**src/rtl/icap_pkg.sv**
```systemverilog
package icap_pkg;
  localparam logic [3:0] EDGE_RISE = 4'h8;
  localparam logic [3:0] EDGE_FALL = 4'h9;
  localparam logic [3:0] EDGE_BOTH = 4'hA;

  typedef enum logic [1:0] {
    ST_IDLE,
    ST_ARMED,
    ST_MEAS
  } meas_st_e;
endpackage

```
**src/rtl/icap_in_cond.sv**
```systemverilog
module icap_in_cond #(
  parameter int FILT_LEN = 3
) (
  input  logic clk_i,
  input  logic rst_ni,
  input  logic pin_i,
  input  logic filt_en_i,
  output logic lvl_o,
  output logic rise_o,
  output logic fall_o
);
  localparam int RUN_W = $clog2(FILT_LEN + 1);

  logic [1:0]       sync_q;
  logic             lvl_q, prev_q;
  logic [RUN_W-1:0] run_q;

  always_ff @(posedge clk_i or negedge rst_ni) begin
    if (!rst_ni) begin
      sync_q <= '0;
      lvl_q  <= 1'b0;
      prev_q <= 1'b0;
      run_q  <= '0;
    end else begin
      sync_q <= {sync_q[0], pin_i};
      prev_q <= lvl_q;
      if (!filt_en_i || sync_q[1] == lvl_q) begin
        run_q <= '0;
        if (!filt_en_i) lvl_q <= sync_q[1];
      end else if (run_q == RUN_W'(FILT_LEN - 1)) begin
        lvl_q <= sync_q[1];
        run_q <= '0;
      end else begin
        run_q <= run_q + 1'b1;
      end
    end
  end

  assign lvl_o  = lvl_q;
  assign rise_o = lvl_q & ~prev_q;
  assign fall_o = ~lvl_q & prev_q;
endmodule

```
**src/rtl/icap_counter.sv**
```systemverilog
module icap_counter #(
  parameter int CNT_W = 16
) (
  input  logic             clk_i,
  input  logic             rst_ni,
  input  logic             run_i,
  input  logic             clr_i,
  input  logic             restart_i,
  output logic [CNT_W-1:0] cnt_o,
  output logic             wrap_o
);
  logic [CNT_W-1:0] cnt_q;

  always_ff @(posedge clk_i or negedge rst_ni) begin
    if (!rst_ni)        cnt_q <= '0;
    else if (clr_i)     cnt_q <= '0;
    else if (restart_i) cnt_q <= CNT_W'(1);  // capture cycle counts as the first tick
    else if (run_i)     cnt_q <= cnt_q + 1'b1;
  end

  assign wrap_o = run_i & ~clr_i & ~restart_i & (&cnt_q);
  assign cnt_o  = cnt_q;
endmodule

```
**src/rtl/icap_engine.sv**
```systemverilog
module icap_engine
  import icap_pkg::*;
#(
  parameter int CNT_W = 16,
  parameter int OVF_W = 16
) (
  input  logic                   clk_i,
  input  logic                   rst_ni,
  input  logic                   arm_i,
  input  logic                   pulse_i,
  input  logic                   inv_i,
  input  logic                   cont_i,
  input  logic                   cap_i,
  input  logic                   lvl_i,
  input  logic                   wrap_i,
  input  logic                   disarm_i,
  input  logic [CNT_W-1:0]       cnt_i,
  output logic                   busy_o,
  output logic                   cont_o,
  output logic                   stop_o,
  output logic [OVF_W+CNT_W-1:0] result_o,
  output logic                   vld_o
);
  meas_st_e               st_q;
  logic                   pulse_q, inv_q, cont_q, vld_q;
  logic [OVF_W-1:0]       ovf_q;
  logic [OVF_W+CNT_W-1:0] res_q;
  logic                   act_lvl, opens, closes, fin;

  assign act_lvl = (lvl_i == ~inv_q);
  assign opens   = pulse_q ? act_lvl : (st_q == ST_ARMED);
  assign closes  = (st_q == ST_MEAS) & (pulse_q ? ~act_lvl : 1'b1);
  assign fin     = cap_i & closes;
  assign busy_o  = (st_q != ST_IDLE);
  assign stop_o  = busy_o & (disarm_i | (fin & ~cont_q));

  always_ff @(posedge clk_i or negedge rst_ni) begin
    if (!rst_ni) begin
      st_q    <= ST_IDLE;
      pulse_q <= 1'b0;
      inv_q   <= 1'b0;
      cont_q  <= 1'b0;
      ovf_q   <= '0;
      res_q   <= '0;
      vld_q   <= 1'b0;
    end else begin
      vld_q <= fin;
      if (fin) res_q <= {ovf_q, cnt_i};
      if (arm_i && st_q == ST_IDLE) begin
        st_q    <= ST_ARMED;
        pulse_q <= pulse_i;
        inv_q   <= inv_i;
        cont_q  <= cont_i;
      end else if (stop_o) begin
        st_q <= ST_IDLE;
      end else if (cap_i && opens) begin
        st_q  <= ST_MEAS;
        ovf_q <= '0;
      end else if (fin) begin
        st_q <= ST_ARMED;
      end else if (wrap_i && st_q == ST_MEAS) begin
        ovf_q <= ovf_q + 1'b1;
      end
    end
  end

  assign cont_o   = cont_q;
  assign result_o = res_q;
  assign vld_o    = vld_q;
endmodule

```
**src/rtl/icap_ext.sv**
```systemverilog
module icap_ext
  import icap_pkg::*;
#(
  parameter int NUM_CH   = 4,
  parameter int CNT_W    = 16,
  parameter int OVF_W    = 16,
  parameter int FILT_LEN = 3
) (
  input  logic                       clk_i,
  input  logic                       rst_ni,
  input  logic [NUM_CH-1:0]          pin_i,
  input  logic [NUM_CH-1:0]          filt_en_i,
  input  logic [$clog2(NUM_CH)-1:0]  ch_sel_i,
  input  logic                       pulse_mode_i,
  input  logic                       invert_i,
  input  logic                       continuous_i,
  input  logic                       arm_i,
  input  logic                       disarm_i,
  input  logic [NUM_CH:0]            irq_en_i,
  output logic [4*NUM_CH-1:0]        io_ctrl_o,
  output logic [NUM_CH*CNT_W-1:0]    cap_o,
  output logic [CNT_W-1:0]           cnt_o,
  output logic                       busy_o,
  output logic [OVF_W+CNT_W-1:0]     result_o,
  output logic                       result_vld_o,
  output logic [NUM_CH:0]            irq_o
);
  localparam int CH_W = $clog2(NUM_CH);

  logic [NUM_CH-1:0] lvl, rise, fall;
  logic [CH_W-1:0]   ch_q;
  logic [4*NUM_CH-1:0] io_q;
  logic [3:0]        code_sel, code_new;
  logic              arm_take, hit, cap_ev, stop_req, cont_q, wrap;
  logic [NUM_CH:0]   irq_q;

  for (genvar c = 0; c < NUM_CH; c++) begin : g_ch
    icap_in_cond #(.FILT_LEN(FILT_LEN)) u_cond (
      .clk_i    (clk_i),
      .rst_ni   (rst_ni),
      .pin_i    (pin_i[c]),
      .filt_en_i(filt_en_i[c]),
      .lvl_o    (lvl[c]),
      .rise_o   (rise[c]),
      .fall_o   (fall[c])
    );

    logic [CNT_W-1:0] cap_q;
    always_ff @(posedge clk_i or negedge rst_ni) begin
      if (!rst_ni)                               cap_q <= '0;
      else if (stop_req && ch_q == CH_W'(c))     cap_q <= '0;
      else if (cap_ev && ch_q == CH_W'(c))       cap_q <= cnt_o;
    end
    assign cap_o[c*CNT_W +: CNT_W] = cap_q;
  end

  assign arm_take = arm_i & ~busy_o;
  assign code_new = pulse_mode_i ? EDGE_BOTH : (invert_i ? EDGE_RISE : EDGE_FALL);
  assign code_sel = io_q[ch_q*4 +: 4];
  assign hit = ((code_sel == EDGE_RISE) & rise[ch_q]) |
               ((code_sel == EDGE_FALL) & fall[ch_q]) |
               ((code_sel == EDGE_BOTH) & (rise[ch_q] | fall[ch_q]));
  assign cap_ev = busy_o & hit;

  always_ff @(posedge clk_i or negedge rst_ni) begin
    if (!rst_ni) begin
      ch_q <= '0;
      io_q <= '0;
    end else if (arm_take) begin
      ch_q <= ch_sel_i;
      io_q[ch_sel_i*4 +: 4] <= code_new;  // partner nibble of the byte is untouched
    end
  end

  icap_counter #(.CNT_W(CNT_W)) u_cnt (
    .clk_i    (clk_i),
    .rst_ni   (rst_ni),
    .run_i    (busy_o),
    .clr_i    (arm_take | stop_req),
    .restart_i(cap_ev),
    .cnt_o    (cnt_o),
    .wrap_o   (wrap)
  );

  icap_engine #(.CNT_W(CNT_W), .OVF_W(OVF_W)) u_eng (
    .clk_i   (clk_i),
    .rst_ni  (rst_ni),
    .arm_i   (arm_take),
    .pulse_i (pulse_mode_i),
    .inv_i   (invert_i),
    .cont_i  (continuous_i),
    .cap_i   (cap_ev),
    .lvl_i   (lvl[ch_q]),
    .wrap_i  (wrap),
    .disarm_i(disarm_i),
    .cnt_i   (cnt_o),
    .busy_o  (busy_o),
    .cont_o  (cont_q),
    .stop_o  (stop_req),
    .result_o(result_o),
    .vld_o   (result_vld_o)
  );

  always_ff @(posedge clk_i or negedge rst_ni) begin
    if (!rst_ni) irq_q <= '0;
    else begin
      for (int c = 0; c < NUM_CH; c++)
        irq_q[c] <= cap_ev & (ch_q == CH_W'(c)) & irq_en_i[c];
      irq_q[NUM_CH] <= wrap & irq_en_i[NUM_CH];
    end
  end

  assign io_ctrl_o = io_q;
  assign irq_o     = irq_q;
endmodule

```
**config.mk**
```make
export PLATFORM = sky130hd
export DESIGN_NAME = icap_ext
export DESIGN_NICKNAME = d
export VERILOG_FILES = /design/src/rtl/icap_pkg.sv /design/src/rtl/icap_in_cond.sv /design/src/rtl/icap_counter.sv /design/src/rtl/icap_engine.sv /design/src/rtl/icap_ext.sv
export SDC_FILE = /design/constraint.sdc
export NUM_CORES = 1
export LEC_CHECK = 0
export BUFFER_PORTS_ARGS = -buffer_cell sky130_fd_sc_hd__buf_4
export CAP_MARGIN = 20
export CORE_UTILIZATION = 35
export CTS_CLUSTER_DIAMETER = 100
export DETAILED_ROUTE_END_ITERATION = 10
export GPL_TIMING_DRIVEN = 0
export SETUP_SLACK_MARGIN = 0.3
export SLEW_MARGIN = 20
export SYNTH_ARGS = -nofsm -noshare
export SYNTH_HDL_FRONTEND = slang
export SYNTH_SLANG_ARGS = --single-unit
```
**constraint.sdc**
```tcl
create_clock -name clk_i -period 5.6 [get_ports clk_i]
set_input_delay 0.28 -clock clk_i [delete_from_list [all_inputs] [get_ports clk_i]]
set_output_delay 0.28 -clock clk_i [all_outputs]
set_load 0.01 [all_outputs]
```
==> impl_metrics.tcl <==
set metrics [dict create \
    cts_tree "built" \
    avgSynthCellArea_sq_um 12.54 \
    antenna_left 0 \
    finalSetupViolCount 0 \
    grt-ovfl-total 0 \
    status "completed" \
    report.final.slew_viol_count 0 \
    synth_area_sq_um 7575 \
    vias_per_cell 5.145 \
    worstSetupEndpointType "flop" \
    ys_warn_count 0 \
    crit_type "flop to flop" \
    worst_pin_slew_ns 0.8340 \
    h-tree-depth 4 \
    cts_buffers 17 \
    clock_sinks 177 \
    intPower_mw 2.323 \
    p_per_area_nw_per_um2 363.2 \
    finalCriticalPeriod_ns 2.868 \
    die-area_sq_um 22230 \
    wirelength_um 19550 \
    fin_nets 812 \
    grt_pass1_vias 5225 \
    grt_usage_pct 18.15 \
    die_h_um 149.1 \
    avgRoutedWirePerCell_um 18.24 \
    fin_crit_sh_pct 51.22 \
    finalPower_mw 3.547 \
    final_common_cell "dfrtp_1" \
    hold_violations 0 \
    pwr-share-clk_pct 33.5 \
    seq_area_frac_synth_pct 58.47 \
    reg2reg_slack_ns 2.73 \
    worstPathArrival_ns 3.19 \
    core_sq_um 21090 \
    antenna_cells 0 \
    worstSkewPairLatency_ns 0.44 \
    place.gp.congestion 0.8279 \
    first_pass_iters 5 \
    vias 5515 \
    setup_slack_ns 2.732 \
    cts.clk_slew.worst_paths_ns 0.08 \
    rsz0062_at_grt "false" \
    synth_ff_type "dfrtp_1" \
    fin_setup_tns_ns 0 \
    io_buffers 151 \
    grt_max_degree 66 \
    drc 0 \
    clock_path_buffers 2 \
    synth_seq_cells 177 \
    io_pins 157 \
    synth_cells 604 \
    comb_power_share_pct 25.5 \
    async_reset_ff_share_pct 100.0 \
    skew_ns 0.01102 \
    cap_violations 0 \
    cts_setup_buffers 0 \
    synth_cell_type_count 59 \
    grt_pass1_wl_um 30250 \
    max_freq_mhz 348.6 \
    hpwl_um 13770 \
    worstPathRequired_ns 5.92 \
    seq_power_share_pct 40.9 \
    rows 53 \
    startpoint_type "flop" \
    initial_core_util_pct 35.92 \
    cts_root_buffer "clkbuf_16" \
    p_switching_mw 1.224 \
    area_delta_synth_final_pct 28.92 \
    drive_gt1_share_pct 33.12 \
    dieWidth_um 149.1 \
    drtIter0Drc 418 \
    p_leak_nw 4.721 \
    slew_headroom_pct 44.07 \
    post-place-ws_ns 2.757 \
    crit_fanout 10 \
    layout_common_cells "dfrtp_1 (177), buf_4 (158), a22o_1 (68), nand2_1 (42), mux2_2 (36)" \
    antenna_found_initial 1 \
    swShare_pct 34.52 \
    hold_class "primary input to flop" \
    synth-edff-count 0 \
    peakVddDrop_uv 236.3 \
]
logic make-up (layout without fill, tap and decap cells):
family | Yosys count | after routing | synth area share (%)
multiplexers | 48 | 48 | 7.714
other | 1 | 4 | 0.04951
XOR/XNOR | 8 | 8 | 0.9250
adder cells (fa/ha/maj) | 6 | 6 | 0.9911
AND/OR/NAND/NOR | 159 | 159 | 11.66
flip-flops | 177 | 177 | 58.47
buffers and inverters | 58 | 248 | 4.460
AO/OA/AOI/OAI | 147 | 147 | 15.73
through the flow:
stage	utilization, %	cell area, sq um	hold slack (ns)	cells
floorplan	-	7586	-0.01559	607
global placement	42.98	9064	0.3330	1033
CTS	46.31	9766	0.03918	1072
detailed placement	43.28	9126	0.2279	1035
global route	46.31	9766	0.04569	1072
finish	46.31	9766	0.05254	1072
final cells by class:
| type | instances | area (sq um) |
|---|---|---|
| repair buffers | 158 | 1246 |
| fillers | 1978 | 11320 |
| well taps | 275 | 344.1 |
| plain buffers | 44 | 285.3 |
| clock buffers | 17 | 425.4 |
| flip-flops and latches | 177 | 4429 |
| clock inverters | 15 | 163.9 |
| inverters | 14 | 52.55 |
| multi-input cells | 372 | 2819 |
registers in the layout, indices dropped and copies added, names as in the netlist:
| name | flops |
|---|---|
| g_ch.cap_q | 64 |
| u_eng.result_o | 32 |
| u_cnt.cnt_o | 16 |
| u_eng.ovf_q | 16 |
| io_ctrl_o | 12 |
| g_ch.u_cond.run_q | 8 |
| g_ch.u_cond.sync_q | 8 |
| irq_o | 5 |
| g_ch.u_cond.lvl_o | 4 |
| g_ch.u_cond.prev_q | 4 |
| ch_q | 2 |
| u_eng.st_q | 2 |
| u_eng.cont_o | 1 |
| u_eng.inv_q | 1 |
| u_eng.pulse_q | 1 |
| u_eng.vld_o | 1 |
critical path, cell delays in order (launching register included):
cell and delay [ns]:
dfrtp_1 0.60, ha_1 0.26, and3_1 0.16, clkbuf_1 0.21, nand4_1 0.16, nor3_1 0.43
nand3_1 0.21, buf_2 0.24, buf_2 0.20, o211ai_1 0.18, o31ai_1 0.09
Yosys cell counts (4+ instances only):
cell	instances	area, sq um
and4_1	5	43.79
dfrtp_1	177	4429
o211ai_1	7	52.55
and2_1	4	25.02
o21ai_0	27	135.1
nand2b_1	11	68.82
buf_2	10	50.05
nor4b_1	5	43.79
a21oi_1	5	25.02
buf_1	5	18.77
mux2_1	4	45.04
mux2_2	36	405.4
nor4bb_1	4	40.04
nor2b_1	5	31.28
buf_6	6	67.56
nand4_1	5	31.28
inv_1	13	48.80
nor2_1	19	71.32
nand3_1	21	105.1
mux2i_1	4	40.04
buf_4	8	60.06
ha_1	6	75.07
nor3_1	13	65.06
nand2_1	42	157.7
clkbuf_1	13	48.80
o31ai_1	12	90.09
and3_1	11	68.82
a21o_1	5	37.54
xnor2_1	5	43.79
a22o_1	68	595.6
worst paths after layout:
kind                                                from                       end  cells past startpoint
worst min-delay path                            invert_i             io_ctrl_o[12]                      2
worst max register to register            u_cnt.cnt_o[0]            u_eng.ovf_q[2]                     10
max in group asynchronous                         rst_ni           u_eng.ovf_q[11]                      3
min in group asynchronous                         rst_ni          g_ch[1].cap_q[1]                      2
worst min register to register  g_ch[1].u_cond.sync_q[0]  g_ch[1].u_cond.sync_q[1]                      0
worst max-delay path                      u_cnt.cnt_o[0]            u_eng.ovf_q[2]                     10
timing repair:
action / 4_1_cts / 5_1_grt
endpoints found under the setup margin: 0 / 0
hold buffers: 5 / 0
hold endpoints to repair: 56 / 0
gates resized for setup: 0 / 0
power groups by stage:
stage	clock, mW	combinational (mW)	sequential (mW)
final	1.19	0.906	1.45
after CTS	1.21	0.914	1.45
after global routing	1.27	0.991	1.47
after floorplan	0	0.592	1.47
after global placement	0	0.900	1.48
after detailed placement	0	0.909	1.48
per-layer routing:
metal	global-route usage [%]	part of all wire, %	up-vias
li1	-	-	2592
met2	27.53	46	162
met1	25.58	46	2740
met3	4.404	5.4	19
met4	5.459	1.5	2
met5	0	0.061	-
No activity file was read; power rests on OpenSTA's default activity.
